==> config.mk <==
export PLATFORM = sky130hd
export DESIGN_NAME = dram_sref_seq
export DESIGN_NICKNAME = d
export VERILOG_FILES = /design/src/rtl/sref_pkg.sv /design/src/rtl/sref_datapath.sv /design/src/rtl/sref_ctrl.sv /design/src/rtl/dram_sref_seq.sv
export SDC_FILE = /design/constraint.sdc
export NUM_CORES = 1
export LEC_CHECK = 0
export BUFFER_PORTS_ARGS = -buffer_cell sky130_fd_sc_hd__buf_2
export CORE_MARGIN = 4
export CORE_UTILIZATION = 50
export DETAILED_ROUTE_END_ITERATION = 10
export PLACE_DENSITY = 0.71
export REMOVE_ABC_BUFFERS = 1
export SYNTH_ARGS = -nofsm -noshare
export SYNTH_HDL_FRONTEND = slang
export SYNTH_SLANG_ARGS = --single-unit
==> constraint.sdc <==
create_clock -name clk -period 3.8 [get_ports clk]
set_clock_uncertainty 0.15 [all_clocks]
set_input_delay 0.76 -clock clk [delete_from_list [all_inputs] [get_ports clk]]
set_output_delay 0.76 -clock clk [all_outputs]
set_load 0.03 [all_outputs]
==> src/rtl/sref_pkg.sv <==
package sref_pkg;

  typedef enum logic [2:0] {
    ST_IDLE,
    ST_ENTRY,
    ST_HOLD,
    ST_PARK,
    ST_EXIT,
    ST_CSETUP,
    ST_CLOW,
    ST_CPRECH
  } seqState_e;

  typedef enum logic [2:0] {
    TSEL_ENTRY,
    TSEL_SELF,
    TSEL_EXIT,
    TSEL_SETUP,
    TSEL_LOW,
    TSEL_PRECH
  } timerSel_e;

  typedef struct packed {
    logic      load;
    timerSel_e sel;
    logic      rowClr;
    logic      rowInc;
  } dpStrobe_t;

  function automatic int unsigned maxOf(input int unsigned a, input int unsigned b);
    return (a > b) ? a : b;
  endfunction

endpackage

==> src/rtl/sref_datapath.sv <==
module sref_datapath
  import sref_pkg::*;
#(
  parameter int unsigned ENTRY_CYC    = 2,
  parameter int unsigned SELF_MIN_CYC = 5000,
  parameter int unsigned EXIT_HOLD_CYC = 10,
  parameter int unsigned ROW_COUNT    = 4096,
  parameter int unsigned SETUP_CYC    = 1,
  parameter int unsigned RAS_LOW_CYC  = 5,
  parameter int unsigned PRECH_CYC    = 4
) (
  input  logic      clk,
  input  logic      rstN,
  input  dpStrobe_t strobe,
  output logic      timerZero,
  output logic      rowLast
);

  localparam int unsigned MAX_LEN =
    maxOf(maxOf(maxOf(ENTRY_CYC, SELF_MIN_CYC), maxOf(EXIT_HOLD_CYC, SETUP_CYC)),
          maxOf(RAS_LOW_CYC, PRECH_CYC));
  localparam int unsigned TW = $clog2(MAX_LEN + 1);
  localparam int unsigned RW = (ROW_COUNT > 1) ? $clog2(ROW_COUNT) : 1;

  logic [TW-1:0] timer;
  logic [RW-1:0] rowCnt;
  int unsigned   loadLen;

  always_comb begin
    case (strobe.sel)
      TSEL_ENTRY: loadLen = ENTRY_CYC;
      TSEL_SELF:  loadLen = SELF_MIN_CYC;
      TSEL_EXIT:  loadLen = EXIT_HOLD_CYC;
      TSEL_SETUP: loadLen = SETUP_CYC;
      TSEL_LOW:   loadLen = RAS_LOW_CYC;
      default:    loadLen = PRECH_CYC;
    endcase
  end

  // Phase timer: loaded with length-1, so a phase spans exactly its length.
  always_ff @(posedge clk) begin
    if (!rstN) begin
      timer <= '0;
    end else if (strobe.load) begin
      timer <= TW'(loadLen - 1);
    end else if (timer != '0) begin
      timer <= timer - TW'(1);
    end
  end

  always_ff @(posedge clk) begin
    if (!rstN || strobe.rowClr) begin
      rowCnt <= '0;
    end else if (strobe.rowInc) begin
      rowCnt <= rowCnt + RW'(1);
    end
  end

  assign timerZero = (timer == '0);
  assign rowLast   = (rowCnt == RW'(ROW_COUNT - 1));


  row_range_chk: assert property (@(posedge clk) disable iff (!rstN)
    strobe.rowInc |-> !rowLast);

endmodule

==> src/rtl/sref_ctrl.sv <==
module sref_ctrl
  import sref_pkg::*;
#(
  parameter int unsigned SELF_MIN_CYC = 5000
) (
  input  logic      clk,
  input  logic      rstN,
  input  logic      sleepReq,
  input  logic      wakeReq,
  input  logic      timerZero,
  input  logic      rowLast,
  output dpStrobe_t strobe,
  output logic      rasN,
  output logic      casN,
  output logic      busy,
  output logic      sleepAck,
  output logic      wakeAck
);

  seqState_e state, stateNext;

  always_comb begin
    stateNext = state;
    strobe    = '{load: 1'b0, sel: TSEL_ENTRY, rowClr: 1'b0, rowInc: 1'b0};
    case (state)
      ST_IDLE: if (sleepReq) begin
        stateNext = ST_ENTRY;
        strobe.load = 1'b1;
        strobe.sel  = TSEL_ENTRY;
      end
      ST_ENTRY: if (timerZero) begin
        stateNext = ST_HOLD;
        strobe.load = 1'b1;
        strobe.sel  = TSEL_SELF;
      end
      ST_HOLD: if (timerZero) stateNext = ST_PARK;
      ST_PARK: if (wakeReq) begin
        stateNext = ST_EXIT;
        strobe.load   = 1'b1;
        strobe.sel    = TSEL_EXIT;
        strobe.rowClr = 1'b1;
      end
      ST_EXIT: if (timerZero) begin
        stateNext = ST_CSETUP;
        strobe.load = 1'b1;
        strobe.sel  = TSEL_SETUP;
      end
      ST_CSETUP: if (timerZero) begin
        stateNext = ST_CLOW;
        strobe.load = 1'b1;
        strobe.sel  = TSEL_LOW;
      end
      ST_CLOW: if (timerZero) begin
        stateNext = ST_CPRECH;
        strobe.load = 1'b1;
        strobe.sel  = TSEL_PRECH;
      end
      ST_CPRECH: if (timerZero) begin
        if (rowLast) begin
          stateNext = ST_IDLE;
        end else begin
          stateNext = ST_CSETUP;
          strobe.load   = 1'b1;
          strobe.sel    = TSEL_SETUP;
          strobe.rowInc = 1'b1;
        end
      end
      default: stateNext = ST_IDLE;
    endcase
  end

  // Pins are registered from the next state so they never glitch.
  always_ff @(posedge clk) begin
    if (!rstN) begin
      state    <= ST_IDLE;
      rasN     <= 1'b1;
      casN     <= 1'b1;
      busy     <= 1'b0;
      sleepAck <= 1'b0;
      wakeAck  <= 1'b0;
    end else begin
      state    <= stateNext;
      rasN     <= !(stateNext inside {ST_HOLD, ST_PARK, ST_CLOW});
      casN     <= !(stateNext inside {ST_ENTRY, ST_HOLD, ST_PARK, ST_CSETUP, ST_CLOW});
      busy     <= (stateNext != ST_IDLE);
      sleepAck <= (stateNext == ST_PARK);
      wakeAck  <= (state == ST_CPRECH) && (stateNext == ST_IDLE);
    end
  end

  // Checker state: consecutive cycles with both strobes low.
  localparam int unsigned LW = $clog2(SELF_MIN_CYC + 2);
  logic [LW-1:0] lowRun;
  always_ff @(posedge clk) begin
    if (!rstN || rasN || casN) begin
      lowRun <= '0;
    end else if (lowRun != LW'(SELF_MIN_CYC + 1)) begin
      lowRun <= lowRun + LW'(1);
    end
  end


  cas_before_ras_chk: assert property (@(posedge clk) disable iff (!rstN)
    $fell(rasN) |-> $past(!casN));

  self_min_chk: assert property (@(posedge clk) disable iff (!rstN)
    sleepAck |-> (lowRun >= LW'(SELF_MIN_CYC)));

  ack_busy_chk: assert property (@(posedge clk) disable iff (!rstN)
    sleepAck |-> busy);

  wake_ack_chk: assert property (@(posedge clk) disable iff (!rstN)
    wakeAck |-> (!busy && $past(busy)));

  wake_ack_pulse_chk: assert property (@(posedge clk) disable iff (!rstN)
    wakeAck |=> !wakeAck);

endmodule

==> src/rtl/dram_sref_seq.sv <==
module dram_sref_seq
  import sref_pkg::*;
#(
  parameter int unsigned ENTRY_CYC     = 2,
  parameter int unsigned SELF_MIN_CYC  = 5000,
  parameter int unsigned EXIT_HOLD_CYC = 10,
  parameter int unsigned ROW_COUNT     = 4096,
  parameter int unsigned SETUP_CYC     = 1,
  parameter int unsigned RAS_LOW_CYC   = 5,
  parameter int unsigned PRECH_CYC     = 4
) (
  input  logic clk,
  input  logic rstN,
  input  logic sleepReq,
  input  logic wakeReq,
  output logic rasN,
  output logic casN,
  output logic weN,
  output logic busy,
  output logic accessEn,
  output logic sleepAck,
  output logic wakeAck
);

  dpStrobe_t strobe;
  logic      timerZero;
  logic      rowLast;

  sref_ctrl #(.SELF_MIN_CYC(SELF_MIN_CYC)) ctrl_i (
    .clk(clk), .rstN(rstN), .sleepReq(sleepReq), .wakeReq(wakeReq),
    .timerZero(timerZero), .rowLast(rowLast), .strobe(strobe),
    .rasN(rasN), .casN(casN), .busy(busy), .sleepAck(sleepAck), .wakeAck(wakeAck)
  );

  sref_datapath #(
    .ENTRY_CYC(ENTRY_CYC), .SELF_MIN_CYC(SELF_MIN_CYC), .EXIT_HOLD_CYC(EXIT_HOLD_CYC),
    .ROW_COUNT(ROW_COUNT), .SETUP_CYC(SETUP_CYC), .RAS_LOW_CYC(RAS_LOW_CYC),
    .PRECH_CYC(PRECH_CYC)
  ) dp_i (
    .clk(clk), .rstN(rstN), .strobe(strobe), .timerZero(timerZero), .rowLast(rowLast)
  );

  // Write strobe never drops, so no refresh cycle can look like a test-mode entry.
  assign weN      = 1'b1;
  assign accessEn = !busy;

endmodule

# Word-level counts from Yosys, hierarchy flattened
# Cells that the tools add are included.
[word_totals]
in_bits = 4
word_cells = 69
out_inout_bits = 7
reg_bits = 33
[classes]
n_addsub = 3
n_reduce_logical = 15
n_eq_ne = 17
muxes = 26
[op_table]
columns = ["operator", "n"]
rows = [
  ["case mux 13 bit (5 select lines)", 1],
  ["2-to-1 mux 4 bit", 7],
  ["case mux 4 bit (7 select lines)", 1],
  ["2-to-1 mux 3 bit", 9],
  ["2-to-1 mux 13 bit", 2],
  ["subtractor 13 x 1 -> 13 bit (second input constant)", 2],
  ["case mux 3 bit (8 select lines)", 1],
  ["equality test 3 bit (second input constant)", 7],
  ["equality test 3 x 2 -> 1 bit (second input constant)", 6],
  ["zero test 13 bit", 1],
  ["nonzero test 13 bit", 1],
  ["adder 12 x 1 -> 12 bit (second input constant)", 1],
  ["equality test 12 bit (second input constant)", 1],
  ["equality test 3 x 1 -> 1 bit (second input constant)", 3],
  ["zero test 3 bit", 3],
  ["nonzero test 3 bit", 2],
  ["2-to-1 mux 5 bit", 1],
  ["nonzero test 5 bit", 1],
  ["zero test 1 bit", 4],
  ["2-to-1 mux 1 bit", 4],
  ["nonzero test 2 bit", 1],
  ["logical AND 1 bit", 1],
  ["logical OR 1 bit", 1],
]

# Longest topological paths before layout
# Gate-level depths: netlist of the first run.
[logic_depth]
depth_word = 8
ltp_mapped = 15
mapped_depth_nobuf = 14

# Hierarchy
# From an unflattened synthesis of the first run, not the netlist that was laid out.
[unflattened]
cells_unflattened = 211
area_unflattened_um2 = 1786.7
[modules_own_cells]
columns = ["module", "area_each_um2", "seq_area_each_um2", "instances", "cells_per_inst"]
rows = [
  ["sref_datapath", 1266.2, 500.5, 1, 151],
  ["sref_ctrl", 505.5, 160.2, 1, 57],
  ["dram_sref_seq", 15.0, 0.0, 1, 3],
]

# Least setup slack after synthesis of the first run
# Ideal clock, no wire load.
[synth_path]
path_kind = "register to register"
startpoint = "reg dp_i.timer[4]"
endpoint = "reg dp_i.timer[10]"
setup_ns = 0.124
t_arrival_ns = 3.388
synth_period_minus_slack_ns = 3.662
setup_slack_ns = 0.138
path_stages_with_launch = 16
required_time_ns = 3.526
n_path_buf = 2
cell_sequence = "dfxtp_1 or3_1 clkbuf_2 nor3_1 clkbuf_1 nand3_1 o31a_1 or3_1 o21ai_0 ha_1 inv_1 a211oi_1 o211ai_1 or4_2 nand3_1 a21boi_0"
[synth_between]
elab_chain_len = 7
word_cells_on_any_way = 19
classes_between = "add/sub (2); eq/ne (4); mux (9); reduce/logical (4)"
[synth_lines]
columns = ["item", "line_no", "text"]
rows = [
  ["from (decl)", "sref_datapath.sv:25", "logic [TW-1:0] timer;"],
  ["from (signal assigned)", "sref_datapath.sv:45", "timer <= TW'(loadLen - 1);"],
  ["from (signal assigned)", "sref_datapath.sv:47", "timer <= timer - TW'(1);"],
  ["zero test 13 bit", "sref_datapath.sv:59", "assign timerZero = (timer == '0);"],
  ["2-to-1 mux 4 bit, on equally long branches", "n/a", ""],
  ["case mux 4 bit (7 select lines)", "sref_ctrl.sv:25", "case (state)"],
  ["equality test 3 bit (tied with other cells)", "sref_datapath.sv:30", "case (strobe.sel)"],
  ["case mux 13 bit (5 select lines)", "sref_datapath.sv:30", ""],
  ["subtractor 13 x 1 -> 13 bit", "sref_datapath.sv:45", ""],
  ["2-to-1 mux 13 bit", "sref_datapath.sv:44", "end else if (strobe.load) begin"],
]
# Parallel ways exist; a longest one is shown, timed or not. The select of a mux whose other input is x is not followed.
# A chain may end at the register's enable or synchronous reset.

# Worst setup path in the final report of the first run
[layout_path]
startpoint = "reg dp_i.timer[4]"
endpoint = "reg dp_i.timer[12]"
# The elaborated chain is that of the path after synthesis.

==> flow_summary.yaml, run 1 <==
cts:
  cts_sinks: 33
  cts_buffers: 5
  htree_levels: 2
  cts_tree: "done"
  worst_skew_pair.late_latency_ns: 0.28
  clk_path_buf_depth: 2
  cts_root_buf: "clkbuf_8"
  cts_setup_buffers: 0
  path_clk_slew_ns: 0.07
timing:
  setup_viol: 0
  slew_violations: 0
  rsz0062_at_grt: "no"
  maxSlewHeadroom_pct: 49.2
  max_freq_ghz: 0.282
  period_share_pct: 93.2
  timing.final.crit_period_ns: 3.54
  hold_slack_ns: 0.358
  hold_viol: 0
  worst_pin_slew_ns: 0.757
worst_hold_path:
  worstHoldStart: "dp_i.rowCnt[11]"
  hold_end: "dp_i.rowCnt[11]"
  hp-class: "reg2reg"
  hold_depth: 2
drt:
  drtAntennaViolNets: 0
  viasPerCell: 6.09
  initialDrtViolationCount: 271
  wl_per_cell_um: 14.8
  wl_um: 4330
  num_vias: 1778
  first_pass_iters: 4
  drc: 0
critical_path:
  reg2reg_slack_ns: 0.26
  slowest_stage: "or3_1"
  critPathBufInv: 1
  crit_type: "reg2reg"
  cp_common_cell: "or3_1"
  path_depth: 13
  cp.required_ns: 3.82
  path_cells: "or3_1 -> nor3_2 -> nand3_1 -> o31a_1 -> or3_1 -> o21ai_0 -> ha_1 -> inv_1 -> a211oi_1 -> o211ai_1 -> nand2b_1 -> a31o_2 -> nor4_1"
  worstSetupEndpointType: "register"
  cp_max_fo: 5
  cp_top_family: "simple AND/OR/NAND/NOR gates"
  ff2ff_path_depth: 13
  reg2reg_to: "dp_i.timer[12]"
  start_kind: "register"
  reg2reg_from: "dp_i.timer[4]"
  slowest_delay_ns: 0.41
  arrival_ns: 3.56
grt:
  track_usage_pct: 20.7
  gr-total-overflow: 0
  grt_pass1_wl_um: 7350
  grt_pass1_vias: 1564
  antenna_found_initial: 0
  grt_max_degree: 18
synth:
  async_flop_share_pct: 0
  synth.distinct_cells: 53
  syn_inst: 226
  yosysTopAreaCell: "dfxtp_1"
  synth-edff-count: 0
  synth_most_common_cell: "dfxtp_1"
  syn_area_per_cell_um2: 8.13
  synth_warnings: 0
  synth.area.top_cells: "dfxtp_1 (36%), a21oi_1 (4.6%), nor2_1 (4.3%)"
  ys_top_cells_by_count: "dfxtp_1 (33), nor2_1 (21), a21oi_1 (17)"
  ys.flop_type: "dfxtp_1"
  synth_seq_cells: 33
  yosys.area.top_type_share_pct: 36.0
  synth_area_um2: 1840
  yosysSeqAreaShare_pct: 36.0
outcome:
  status: "completed"
place:
  numPortBuffers: 9
  dp_hpwl_um: 3200
  gp_congestion: 0.939
power:
  ir_drop_v: 0.000395
  p_sw_mw: 0.671
  pwr-share-seq_pct: 30.0
  clockPowerShare_pct: 16.7
  p_per_area_nw_per_um2: 739
  cell_internal_pwr_mw: 0.886
  power.share.combinational_pct: 53.2
  p_leak_nw: 0.802
  switching_share_pct: 43.1
finish:
  drive_gt1_share_pct: 17.5
  antenna_cells: 0
  fin_util_pct: 61.2
  area_delta_synth_final_pct: 14.6
  final_nets: 252
floorplan:
  dieArea_um2: 4710
  ios: 11
  row_count: 21
  initial_utilization_pct: 53.4
  chipWidth_um: 68.6
  die_h_um: 68.6
  core_area_um2: 3440
flow_run:
  maxCapViolCount: 0
==> worst reg2reg max path, stage by stage, from the launching register on <==
cell and delay [ns]:
dfxtp_1 0.33, or3_1 0.42, nor3_2 0.24, nand3_1 0.16
o31a_1 0.31, or3_1 0.34, o21ai_0 0.08, ha_1 0.21
inv_1 0.05, a211oi_1 0.18, o211ai_1 0.17, nand2b_1 0.23
a31o_2 0.28, nor4_1 0.30
==> layout make-up <==
| cell class | instances | area, um2 |
|---|---|---|
| repair buffers | 24 | 158 |
| fillers | 316 | 1340 |
| inverters | 7 | 26.3 |
| clock buffers | 7 | 86.3 |
| well taps | 46 | 57.6 |
| flip-flops and latches | 33 | 661 |
| multi-input cells | 175 | 1120 |
==> layer usage <==
metal | up-vias | wire length (um) | GRT usage [%]
li1 | 879 | - | -
met1 | 822 | 2030 | 28.9
met2 | 69 | 1920 | 31.1
met3 | 8 | 331 | 5.35
met4 | 0 | 46 | 5.96
met5 | - | 0 | 0
==> layout by cell type (no fill, tap or decap), drive strengths merged, types with 3 or more instances in the layout <==
cell | netlist | routed
nor2b | 4 | 4
nand2 | 12 | 12
nand3 | 12 | 12
nor4 | 6 | 6
a211oi | 3 | 3
xnor2 | 5 | 5
a21oi | 17 | 17
inv | 7 | 7
dfxtp | 33 | 33
and3 | 6 | 6
o21ai | 11 | 11
a31oi | 3 | 3
or3 | 7 | 7
clkbuf | 9 | 7
xor2 | 7 | 7
nor3b | 4 | 4
nor2 | 21 | 21
o211ai | 3 | 3
a21o | 3 | 3
buf | 2 | 24
nor3 | 9 | 9
nand4 | 9 | 9
==> kinds of logic (layout without fill, tap and decap cells) <==
logic type,after synthesis,count (layout),share of synthesized area (%)
compound gates,55,55,19.4
xor+xnor,12,12,5.72
fa+ha+maj,2,2,1.36
buf+inv,18,38,4.02
flops,33,33,36.0
mux,2,2,1.09
other cells,1,1,0.204
simple gates,103,103,32.2
==> worst max-delay path by stage <==
stage	startpoint	to	slack, ns
finish	dp_i.timer[4]	dp_i.timer[12]	0.26
global route	dp_i.timer[0]	dp_i.timer[12]	0.007
CTS	dp_i.timer[9]	dp_i.timer[12]	0.17
detailed placement	sleepReq	dp_i.timer[12]	0.02
global placement	sleepReq	dp_i.timer[10]	0.13
floorplan	dp_i.timer[4]	dp_i.timer[10]	-0.006
==> repair_timing <==
action | CTS | global route
hold buffers | 0 | 0
endpoints found under the setup margin | 0 | 4
resized for setup | 0 | 4
==> flip-flops by register name (all words and copies together) (netlist names) <==
register,cells
ctrl_i.sleepAck,1
ctrl_i.wakeAck,1
ctrl_i.casN,1
ctrl_i.rasN,1
ctrl_i.state,3
dp_i.timer,13
ctrl_i.busy,1
dp_i.rowCnt,12
==> stage by stage <==
stage	worst slack [ns]	cell area (um2)	TNS, ns	power [mW]	std cells
finish	0.257	2110	0	1.56	292
global route	0.00708	2110	0	1.67	292
CTS	0.175	2090	0	1.53	292
detailed placement	0.0213	2000	0	1.27	285
global placement	0.130	2000	0	1.26	285
floorplan	-0.00649	1790	-0.00649	1.02	215
==> power groups by stage <==
stage          registers (mW)  clock network, mW  logic [mW]
2_1_floorplan           0.507                  0       0.517
3_3_place_gp            0.469                  0       0.793
3_5_place_dp            0.470                  0       0.797
4_1_cts                 0.463              0.269       0.802
5_1_grt                 0.474              0.283       0.913
6_report                0.468              0.260       0.828
(Power assumes the default switching activity.)
==> run 2: changes to the inputs <==
Settings changed: ABC_AREA set to 1, CTS_CLUSTER_DIAMETER set to 150.
==> run 2 against run 1 <==
  * Non-clock buffer count fell by 15
  * Clock power grew 13%
  * Largest power group unchanged
  * Fmax up 30%
  * Critical path depth grew 2
  * Hold slack lost 0.041 ns
  * Synthesized cell count increased by 45%
  * Die area up 18%
  * Cell count is 34% higher
  * Highest routed layer unchanged
  * Global-route usage decreased by 0.54 points
  * Sequential share of layout area shrank 3.8 points
  * Sequential power is 7.3% higher
  * Sequential cell count is the same
==> flow_summary.yaml, run 2 <==
synth:
  synth_top_family_by_area: "simple AND/OR/NAND/NOR gates"
  async_flop_share_pct: 0
  synth_compound_area_share_pct: 10.3
  yosys.area.top_type_share_pct: 29.7
  synth.distinct_cells: 40
  synth_seq_cells: 33
  yosysSeqAreaShare_pct: 29.7
  synth_most_common_cell: "nand2_1"
  syn_inst: 328
  syn_area_per_cell_um2: 6.77
  synthMuxAreaShare_pct: 0
  yosys.area_share.simple_pct: 47.0
  ys_top_cells_by_count: "nand2_1 (64), nor2_1 (50), inv_1 (48)"
  yosysTopAreaCell: "dfxtp_1"
  synth-edff-count: 0
  yosys.area_share.xor_xnor_pct: 1.18
  ys.flop_type: "dfxtp_1"
  synth.area.top_cells: "dfxtp_1 (30%), nand2_1 (11%), nor2_1 (8.5%)"
  synth_area_um2: 2220
  synth_warnings: 0
  synth_fa_ha_area_share_pct: 1.13
drt:
  dr_wl_met3_um: 302
  wl_per_cell_um: 12.5
  top_layer_used: "met4"
  drc: 0
  drtAntennaViolNets: 0
  num_vias: 2067
  routed-wl-met2_um: 2210
  viasPerCell: 5.29
  drt-met1-wl_um: 2290
  first_pass_iters: 5
  wl_um: 4900
  initialDrtViolationCount: 168
finish:
  area_delta_synth_final_pct: 8.06
  nFillCells: 402
  fin_util_pct: 57.9
  drive_gt1_share_pct: 20.5
  fin_area_um2: 2400
  final_common_cell: "nand2_1"
  mostFrequentLayoutCells: "nand2_1 (64), nor2_1 (50), inv_1 (48)"
  antenna_cells: 0
  top_regs: "dp_i.timer: 13 flops, dp_i.rowCnt: 12 flops, ctrl_i.state: 3 flops"
  largest_register_ffs: 13
  final_nets: 346
  largest-register: "dp_i.timer"
floorplan:
  core_area_um2: 4140
  chipWidth_um: 74.6
  die_h_um: 74.6
  dieArea_um2: 5570
  ios: 11
  row_count: 23
  initial_utilization_pct: 53.6
timing:
  setup_tns_ns: 0
  max_freq_ghz: 0.366
  setup_viol: 0
  slew_violations: 0
  rsz0062_at_grt: "no"
  hold_viol: 0
  period_share_pct: 71.8
  hold_slack_ns: 0.317
  timing.final.crit_period_ns: 2.73
grt:
  grt_pass1_vias: 1937
  grt_pass1_wl_um: 8710
  antenna_found_initial: 0
  grt_max_degree: 12
  track_usage_pct: 20.1
  gr-total-overflow: 0
critical_path:
  reg2reg_to: "dp_i.timer[6]"
  path_cells: "ha_1 -> nand2_2 -> nor2_1 -> nand3_2 -> nand4_2 -> nand2_1 -> nor2_4 -> nand3_1 -> nand2_2 -> ha_1 -> nand2_2 -> nor2_4 -> nand4_1 -> nor2_1 -> nor2_1"
  cp_top_family: "simple AND/OR/NAND/NOR gates"
  reg2reg_slack_ns: 1.07
  critPathBufInv: 0
  reg2reg_from: "dp_i.rowCnt[1]"
  cp.required_ns: 3.83
  cp_max_fo: 11
  ff2ff_path_depth: 15
  worstSetupEndpointType: "register"
  crit_type: "reg2reg"
  arrival_ns: 2.76
  start_kind: "register"
  slowest_delay_ns: 0.37
  slowest_stage: "dfxtp_1"
worst_hold_path:
  hold_depth: 2
  hold_end: "dp_i.rowCnt[6]"
  hp-class: "reg2reg"
  worstHoldStart: "dp_i.rowCnt[6]"
cts:
  cts_buffers: 5
  cts_setup_buffers: 0
  cts_root_buf: "clkbuf_8"
  htree_levels: 2
  cts_tree: "done"
  cts_hold_buf: 0
  cts_sinks: 33
  path_clk_slew_ns: 0.07
  cts_resized: 0
  worst_skew_pair.late_latency_ns: 0.29
  clk_path_buf_depth: 2
power:
  p_leak_nw: 1.12
  p_total_mw: 2.08
  ir_drop_v: 0.000558
  p_per_area_nw_per_um2: 868
place:
  numPortBuffers: 9
  dp_hpwl_um: 3810
  gp_congestion: 0.929
  place_area_um2: 2300
flow_run:
  maxCapViolCount: 0
outcome:
  status: "completed"
==> run 2: changes by cell type in the layout (fill, tap and decap cells not counted), moves of 6 or more <==
cell / delta
inv_1: +41
buf_4: -15
nand2_4: +8
nand2_2: +8
nor2_2: +8
nor2_1: +29
nor2_4: +6
inv_2: +6
nand2_1: +52
==> run 2: worst max-delay path by stage <==
stage / startpoint / depth (start not counted) / endpoint / slack (ns)
final: dp_i.rowCnt[1] / 15 / dp_i.timer[6] / 1.07
after global routing: dp_i.rowCnt[1] / 16 / dp_i.timer[6] / 0.80
after CTS: dp_i.rowCnt[1] / 16 / dp_i.timer[12] / 1.06
after detailed placement: dp_i.rowCnt[1] / 16 / dp_i.timer[12] / 1.07
after global placement: dp_i.rowCnt[0] / 15 / dp_i.timer[10] / 1.18
after floorplan: dp_i.rowCnt[0] / 15 / dp_i.timer[6] / 1.39
==> run 2: tightest hold or removal path, stage by stage (launching register included) <==
cell	delay, ns
dfxtp_1	0.31
inv_1	0.06
a21oi_1	0.05
==> run 2: where the power goes <==
group          switching, mW  internal, mW  total, mW
Combinational          0.865         0.420       1.29
Clock                  0.131         0.164      0.295
Sequential            0.0712         0.431      0.502
Total                   1.07          1.01       2.08
==> run 2: stage by stage <==
stage	setup slack [ns]	cells
after global placement	1.18	383
final	1.07	391
after global routing	0.802	391
after detailed placement	1.07	383
after CTS	1.06	391
after floorplan	1.39	324
==> run 2: layout make-up <==
| cell class | instances | area [um2] | area share (%) |
|---|---|---|---|
| well taps | 50 | 62.6 | 2.61 |
| clock buffers | 7 | 96.3 | 4.01 |
| clock inverters | 1 | 5.00 | 0.209 |
| flip-flops and latches | 33 | 661 | 27.5 |
| repair buffers | 9 | 45.0 | 1.88 |
| inverters | 54 | 203 | 8.45 |
| multi-input cells | 237 | 1330 | 55.3 |
==> run 2: logic make-up (layout without fill, tap and decap cells) <==
| family | Yosys count | in the layout |
|---|---|---|
| AO/OA/AOI/OAI | 38 | 38 |
| XOR/XNOR | 3 | 3 |
| adder cells (fa/ha/maj) | 2 | 2 |
| buffers and inverters | 58 | 71 |
| flip-flops | 33 | 33 |
| other | 1 | 1 |
| AND/OR/NAND/NOR | 193 | 193 |
==> run 2: routing by layer <==
metal,track usage (%),vias up
met5,0,-
met1,26.8,926
met4,7.71,0
met3,4.67,12
met2,31.7,66
li1,-,1063
